===== src/rtl/irq_cause_pkg.sv =====
`timescale 1ns/1ps
package irq_cause_pkg;
  localparam int CAUSE_W = 8;
  typedef logic [CAUSE_W-1:0] cause_t;

  localparam cause_t CAUSE_OPEN = cause_t'(0);
  localparam cause_t CAUSE_RING = cause_t'(1);
  localparam cause_t CAUSE_LINK = cause_t'(2);

  // Link change outranks ring activity for the stored cause.
  function automatic cause_t pick_cause(input logic want_ring, input logic want_link);
    if (want_link)      return CAUSE_LINK;
    else if (want_ring) return CAUSE_RING;
    else                return CAUSE_OPEN;
  endfunction

  function automatic logic is_open(input cause_t c);
    return (c == CAUSE_OPEN);
  endfunction
endpackage


===== src/rtl/irq_wr_decode.sv =====
`timescale 1ns/1ps
module irq_wr_decode #(
  parameter int NUM_VEC = 8,
  parameter int AW      = 3
) (
  input  logic               we,
  input  logic [AW-1:0]      addr,
  output logic [NUM_VEC-1:0] sel
);
  for (genvar g = 0; g < NUM_VEC; g++) begin : g_sel
    assign sel[g] = we && (int'(addr) == g);
  end
endmodule


===== src/rtl/irq_rd_mux.sv =====
`timescale 1ns/1ps
module irq_rd_mux
  import irq_cause_pkg::*;
#(
  parameter int NUM_VEC = 8,
  parameter int AW      = 3
) (
  input  cause_t [NUM_VEC-1:0] regs,
  input  logic   [AW-1:0]      addr,
  output cause_t               data
);
  always_comb begin
    data = CAUSE_OPEN;
    for (int i = 0; i < NUM_VEC; i++) begin
      if (int'(addr) == i) data = regs[i];
    end
  end
endmodule


===== src/rtl/irq_vec_slot.sv =====
`timescale 1ns/1ps
module irq_vec_slot
  import irq_cause_pkg::*;
(
  input  logic   clk,
  input  logic   rst_n,
  input  logic   auto_mask,
  input  logic   ring_req,
  input  logic   link_req,
  input  logic   host_wr,
  input  cause_t host_wdata,
  output cause_t cause_q,
  output logic   fire_q,
  output logic   pend_q
);
  logic pend_ring_q, pend_link_q;
  logic want_ring, want_link, want_any;
  logic take, store;

  assign want_ring = ring_req | pend_ring_q;
  assign want_link = link_req | pend_link_q;
  assign want_any  = want_ring | want_link;
  assign take      = want_any && (auto_mask || is_open(cause_q));
  assign store     = take && !auto_mask;
  assign pend_q    = pend_ring_q | pend_link_q;

  always_ff @(posedge clk or negedge rst_n) begin
    if (!rst_n) begin
      cause_q     <= CAUSE_OPEN;
      fire_q      <= 1'b0;
      pend_ring_q <= 1'b0;
      pend_link_q <= 1'b0;
    end else begin
      fire_q <= take;
      if (take) begin
        pend_ring_q <= 1'b0;
        pend_link_q <= 1'b0;
      end else begin
        pend_ring_q <= want_ring;
        pend_link_q <= want_link;
      end
      if (store)        cause_q <= pick_cause(want_ring, want_link);
      else if (host_wr) cause_q <= host_wdata;
    end
  end
endmodule


===== src/rtl/irq_cause_array.sv =====
`timescale 1ns/1ps
module irq_cause_array
  import irq_cause_pkg::*;
#(
  parameter int NUM_VEC = 8,
  localparam int AW = (NUM_VEC > 1) ? $clog2(NUM_VEC) : 1
) (
  input  logic               clk,
  input  logic               rst_n,
  input  logic               auto_mask,
  input  logic [NUM_VEC-1:0] ring_req,
  input  logic [NUM_VEC-1:0] link_req,
  input  logic               host_we,
  input  logic [AW-1:0]      host_waddr,
  input  logic [7:0]         host_wdata,
  input  logic [AW-1:0]      host_raddr,
  output logic [7:0]         host_rdata,
  output logic [NUM_VEC-1:0] msi_fire
);
  // Named internal wires brought out for the bound checker.
  cause_t [NUM_VEC-1:0] cause_regs;
  logic   [NUM_VEC-1:0] wr_sel;
  logic   [NUM_VEC-1:0] pend_vec;
  cause_t               rd_word;

  irq_wr_decode #(.NUM_VEC(NUM_VEC), .AW(AW)) u_dec (
    .we  (host_we),
    .addr(host_waddr),
    .sel (wr_sel)
  );

  for (genvar v = 0; v < NUM_VEC; v++) begin : g_slot
    irq_vec_slot u_slot (
      .clk       (clk),
      .rst_n     (rst_n),
      .auto_mask (auto_mask),
      .ring_req  (ring_req[v]),
      .link_req  (link_req[v]),
      .host_wr   (wr_sel[v]),
      .host_wdata(cause_t'(host_wdata)),
      .cause_q   (cause_regs[v]),
      .fire_q    (msi_fire[v]),
      .pend_q    (pend_vec[v])
    );
  end

  irq_rd_mux #(.NUM_VEC(NUM_VEC), .AW(AW)) u_rd (
    .regs(cause_regs),
    .addr(host_raddr),
    .data(rd_word)
  );

  assign host_rdata = 8'(rd_word);
endmodule


===== config.mk =====
export PLATFORM = sky130hd
export DESIGN_NAME = irq_cause_array
export DESIGN_NICKNAME = d
export VERILOG_FILES = /design/src/rtl/irq_cause_pkg.sv /design/src/rtl/irq_wr_decode.sv /design/src/rtl/irq_rd_mux.sv /design/src/rtl/irq_vec_slot.sv /design/src/rtl/irq_cause_array.sv
export SDC_FILE = /design/constraint.sdc
export NUM_CORES = 1
export LEC_CHECK = 0
export ABC_CLOCK_PERIOD_IN_PS = 2350
export BUFFER_PORTS_ARGS = -buffer_cell sky130_fd_sc_hd__buf_2
export CAP_MARGIN = 25
export CELL_PAD_IN_SITES_DETAIL_PLACEMENT = 1
export CELL_PAD_IN_SITES_GLOBAL_PLACEMENT = 2
export CORE_MARGIN = 2
export CORE_UTILIZATION = 42
export CTS_BUF_LIST = sky130_fd_sc_hd__clkbuf_2
export CTS_CLUSTER_DIAMETER = 150
export DETAILED_ROUTE_END_ITERATION = 6
export PLACE_DENSITY = 0.86
export SLEW_MARGIN = 20
export SYNTH_ARGS = -nofsm -noshare
export SYNTH_HDL_FRONTEND = slang
export SYNTH_SLANG_ARGS = --single-unit

===== constraint.sdc =====
create_clock -name clk -period 2.35 [get_ports clk]
set_input_delay 0.3525 -clock clk [delete_from_list [all_inputs] [get_ports clk]]
set_output_delay 0.3525 -clock clk [all_outputs]
set_load 0.03 [all_outputs]

; ---- After elaboration in Yosys (flattened, before gate mapping)
; Cells that the tools add are included.
[op_classes]
n_bitwise = 24
n_eq_ne = 14
n_mux = 56
reduce_logical = 51
[ops]
columns = operator, count
row1 = 8-bit two-way mux, 32
row2 = 8-bit logical NOT, 8
row3 = "3-bit equality test, second input constant", 8
row4 = 1-bit logical AND, 24
row5 = 1-bit two-way mux, 24
row6 = 1-bit bitwise OR, 24
row7 = 2-bit nonzero test, 8
row8 = "3-bit by 2-bit equality test with 1-bit output, second input constant", 4
row9 = 1-bit logical OR, 8
row10 = "3-bit by 1-bit equality test with 1-bit output, second input constant", 2
row11 = 3-bit logical NOT, 2
row12 = 1-bit logical NOT, 1
[totals]
ff_bits = 88
wordCells = 177
inputBits = 34

; ---- Longest topological paths before layout
[logic_depth]
word_depth = 9
ltp_mapped = 4
ltp_nobuf = 3

; ---- Hierarchy
; Synthesis repeated with hierarchy kept, for this count alone.
[unflattened]
cells_unflattened = 349
hier_area_um2 = 4600.7
[modules_own_cells]
columns = mod, seq_area_each_um2, instances, cells_per_inst, area_per_inst_um2
row1 = irq_vec_slot, 275.3, 8, 39, 494.2
row2 = irq_rd_mux, 0.0, 1, 29, 550.5
row3 = irq_wr_decode, 0.0, 1, 8, 96.3

; ---- Worst setup path before layout
; OpenSTA, ideal clock, no wires.
[synth_timing]
path_kind = input -> output
start = in host_raddr[0]
end = out host_rdata[5]
slack_ns = 0.213
arrival_ns = 1.785
path_stages = 4
cell_sequence = buf_2 > buf_2 > mux4_1 > mux2_2
[synth_between]
elab_chain_cells = 9
[synth_lines]
columns = item, line
row1 = start: declaration, irq_cause_array.sv:16  ; input logic [AW-1:0] host_raddr,
row2 = 3-bit logical NOT, irq_rd_mux.sv:15  ; if (int'(addr) == i) data = regs[i];
row3 = 8-bit two-way mux (7 in series), irq_rd_mux.sv:15
row4 = 8-bit two-way mux (*), irq_rd_mux.sv:15
row5 = end: declaration, irq_cause_array.sv:17  ; output logic [7:0] host_rdata,
; Mark *: on every way between the ends. The rest lies on a longest branch, timed or not.

; ---- Worst setup path after layout
[layout_timing]
start = reg g_slot[7].u_slot.cause_q[5]
end = out host_rdata[5]
[layout_between]
elab_chain_cells = 1
[layout_lines]
columns = item, line
row1 = start: declaration, irq_vec_slot.sv:12  ; output cause_t cause_q,
row2 = start signal: assignment, irq_vec_slot.sv:42  ; if (store) cause_q <= pick_cause(want_ring, want_link);
row3 = start signal: assignment, irq_vec_slot.sv:43  ; else if (host_wr) cause_q <= host_wdata;
row4 = 8-bit two-way mux, irq_rd_mux.sv:15
; Every way passes these cells.

==> flow_summary_export.csv <==
group,metric,value,unit
cts,clock_latency,0.53,ns
synthesis,synth_edf_count,0,
floorplanning,die_h,108,um
cells_and_area,fin_nets,445,
synthesis,ys_types,25,
place,dp.cells,524,
cells_and_area,synthToLayoutAreaGrowth,14.4,%
worst_setup_path,critical_path.max_stage_delay,0.50,ns
power_and_ir_drop,p_total,5.51,mW
cells_and_area,drive_above_1_share,0.332,
min_path,whs_endpoint,"g_slot[7].u_slot.fire_q",
synthesis,syn_nets,393,
cts,htree_levels,3,
floorplanning,io_pins,50,
routing,routed_wl,11400,um
global_routing,grt_pass1_wl,18100,um
min_path,hold_path.class,"input pin to flip-flop",
power_and_ir_drop,p_sw_frac,0.375,
routing,vias,3106,
timing,hold_viol_final,0,
synthesis,ys.flop_type,"dfrtp_1",
worst_setup_path,rrSetupSlack,0.29,ns
worst_setup_path,crit_arrival,1.94,ns
place,dp_slack,0.284,ns
power_and_ir_drop,p_int,3.44,mW
power_and_ir_drop,pwr-share-seq,0.471,
cts,clk_pin_slew,0.24,ns
routing,wl_per_cell,20.6,um
worst_setup_path,critPathCaptureType,"output port",
timing,slew_headroom,0.423,
global_routing,antenna_found_initial,0,
power_and_ir_drop,p_leak,2.33,nW
timing,finalClockSkew,0.0201,ns
cts,clockBufferDepth,2,
worst_setup_path,path_cells,"mux4_2 > mux2_4 > buf_6",
timing,period_share,0.974,
worst_setup_path,r2r-end,"g_slot[6].u_slot.cause_q[1]",
status,status,"finished clean",
floorplanning,core,10400,um^2
synthesis,async_flop_share,1.00,
worst_setup_path,worst_r2r_path_depth,4,
routing,drtIter0Drc,133,
worst_setup_path,r2r_start,"g_slot[6].u_slot.cause_q[5]",
timing,final-max-slew-violation-count,0,
floorplanning,rows,37,
routing,drc_errors,0,
cells_and_area,seqCellArea,2200,um^2
global_routing,use_met3,0.0303,
global_routing,busiest_layer,"met2",
timing,rsz0062_at_grt,"yes",
global_routing,gr-usage-met1,0.302,
timing,period_needed,2.29,ns
min_path,whs_path_depth,3,
synthesis,syn_avg_cell_area,12.5,um^2
global_routing,gr-usage-all-layers,0.208,
timing,setup_viol,0,
synthesis,ys_seq_area_frac,0.489,
power_and_ir_drop,ir_drop,575,uV
floorplanning,start_util,0.434,
worst_setup_path,critPathMaxFanout,3,
cts,cts_buffers,9,
synthesis,yosysWarnings,0,
synthesis,synth_cells,359,
cells_and_area,n_antenna_cell,0,
floorplanning,die_x,108,um
routing,viasPerCell,5.63,
place,io_buffers,49,
synthesis,ys_seq_elements,88,
cts,clockRootBuffer,"clkbuf_2",
timing,setup_ws,0.0606,ns
global_routing,grt_pass1_vias,3236,
min_path,hold_path.startpoint,"link_req[7]",
worst_setup_path,critical_path_class,"flip-flop to output port",
timing,max_freq,437,MHz
worst_setup_path,critPathLaunchType,"flip-flop",
routing,ant_nets,0,
cells_and_area,post-route-util,0.496,
flow_run,maxCapViolCount,0,
global_routing,gr-total-overflow,0,
cells_and_area,final_cell_count_no_fill,552,
worst_setup_path,required,2.00,ns
cells_and_area,multi_input_area,2170,um^2
floorplanning,die-area,11600,um^2
cts,cts_tree,"yes",
cts,clock_sinks,88,
place,dp_hpwl,8440,um
timing,tns,0,ns
global_routing,use_met2,0.324,
place,place_congestion,0.806,
global_routing,grt_max_degree,51,
routing,first_pass_iters,5,
power_and_ir_drop,pwr-share-comb,0.387,
worst_setup_path,slowest_stage,"mux4_2",
power_and_ir_drop,power.density,1070,nW/um^2
synthesis,synth_area,4500,um^2
cells_and_area,num-fill-cells,1118,
timing,worst_pin_slew,0.865,ns
power_and_ir_drop,p_clk_frac,0.142,
power_and_ir_drop,p_sw,2.07,mW
worst max-delay path, delay by kind of cell (launching register included):
| kind | cells | cell delay, ns |
|---|---|---|
| DFF | 1 | 0.47 |
| buffers and inverters | 1 | 0.14 |
| muxes | 2 | 0.80 |
worst max-delay path by stage:
stage          depth (start not counted)  slack [ns]            end                   startpoint
4_1_cts                                3      0.0005  host_rdata[2]  g_slot[7].u_slot.cause_q[2]
6_report                               3        0.06  host_rdata[5]  g_slot[7].u_slot.cause_q[5]
2_1_floorplan                          4        0.21  host_rdata[5]                host_raddr[0]
3_3_place_gp                           5        0.30  host_rdata[3]                host_raddr[0]
5_1_grt                                3       -0.04  host_rdata[5]  g_slot[7].u_slot.cause_q[5]
3_5_place_dp                           5        0.28  host_rdata[2]                host_raddr[0]
logic make-up after synthesis:
kind of cell           after synthesis  synth area share
AOI/OAI and AO/OA                   29            0.0845
buffers and inverters               32            0.0389
DFF                                 88             0.489
muxes                               91             0.252
and+or+nand+nor                    119             0.135
power by group through the flow:
stage / combinational [mW] / sequential (mW) / clock (mW)
after global routing: 2.32 / 2.66 / 0.868
after floorplan: 1.46 / 2.39 / 0
after global placement: 1.74 / 2.64 / 0
final: 2.13 / 2.59 / 0.781
after detailed placement: 1.83 / 2.65 / 0
after CTS: 1.91 / 2.61 / 0.798
registers in the layout (all words and copies together), names as in the netlist:
| name | flops |
|---|---|
| g_slot.u_slot.cause_q | 64 |
| g_slot.u_slot.fire_q | 8 |
| g_slot.u_slot.pend_link_q | 8 |
| g_slot.u_slot.pend_ring_q | 8 |
repair_timing:
item,4_1_cts,5_1_grt
setup endpoints to repair,4,8
hold buffers,2,0
setup buffers,4,6
endpoints found under the hold margin,39,0
resized for setup,2,28
synth_stat cells, types with 7 or more instances:
master / number / area, um^2
a2111oi_4: 7 / 193
a2bb2oi_1: 14 / 123
buf_2: 8 / 40.0
buf_4: 8 / 60.1
clkbuf_1: 13 / 48.8
dfrtp_1: 88 / 2200
mux2_2: 17 / 191
mux2i_1: 58 / 581
mux4_2: 15 / 338
nor2_1: 78 / 293
nor3_1: 14 / 70.1
or4_1: 7 / 52.6
or4_4: 7 / 78.8
metal layers:
| metal | vias to the layer above | routed length [um] |
|---|---|---|
| li1 | 1424 | - |
| met1 | 1588 | 5350 |
| met2 | 82 | 5340 |
| met3 | 12 | 525 |
| met4 | 0 | 140 |
| met5 | - | 0 |
layout by cell type (no fill, tap or decap), drive strengths merged:
cell,instances
o2bb2ai,6
nor2b,1
clkinvlp,2
dlygate4sd3,2
a2111oi,7
o21a,1
buf,71
nor4,3
nor2,78
nand4b,3
nor3,14
clkbuf,11
clkinv,2
nor4bb,4
or4,14
a2bb2oi,14
mux4,16
bufinv,1
mux2i,58
dfrtp,88
nand4,1
a21oi,1
nor4b,1
mux2,17
per-stage QoR:
stage	hold WS [ns]	cell area (um^2)
after global placement	0.357	4870
after floorplan	0.0569	4500
after global routing	0.0643	5150
final	0.0840	5150
after CTS	0.0491	5030
after detailed placement	0.359	4870
final cells by class:
type	count	share of cell area
well taps	136	0.0331
multi-input cells	239	0.422
repair buffers	73	0.0955
clock buffers	11	0.0107
flip-flops and latches	88	0.428
clock inverters	5	0.0112
Note: power is estimated with default switching activity, not from simulation.
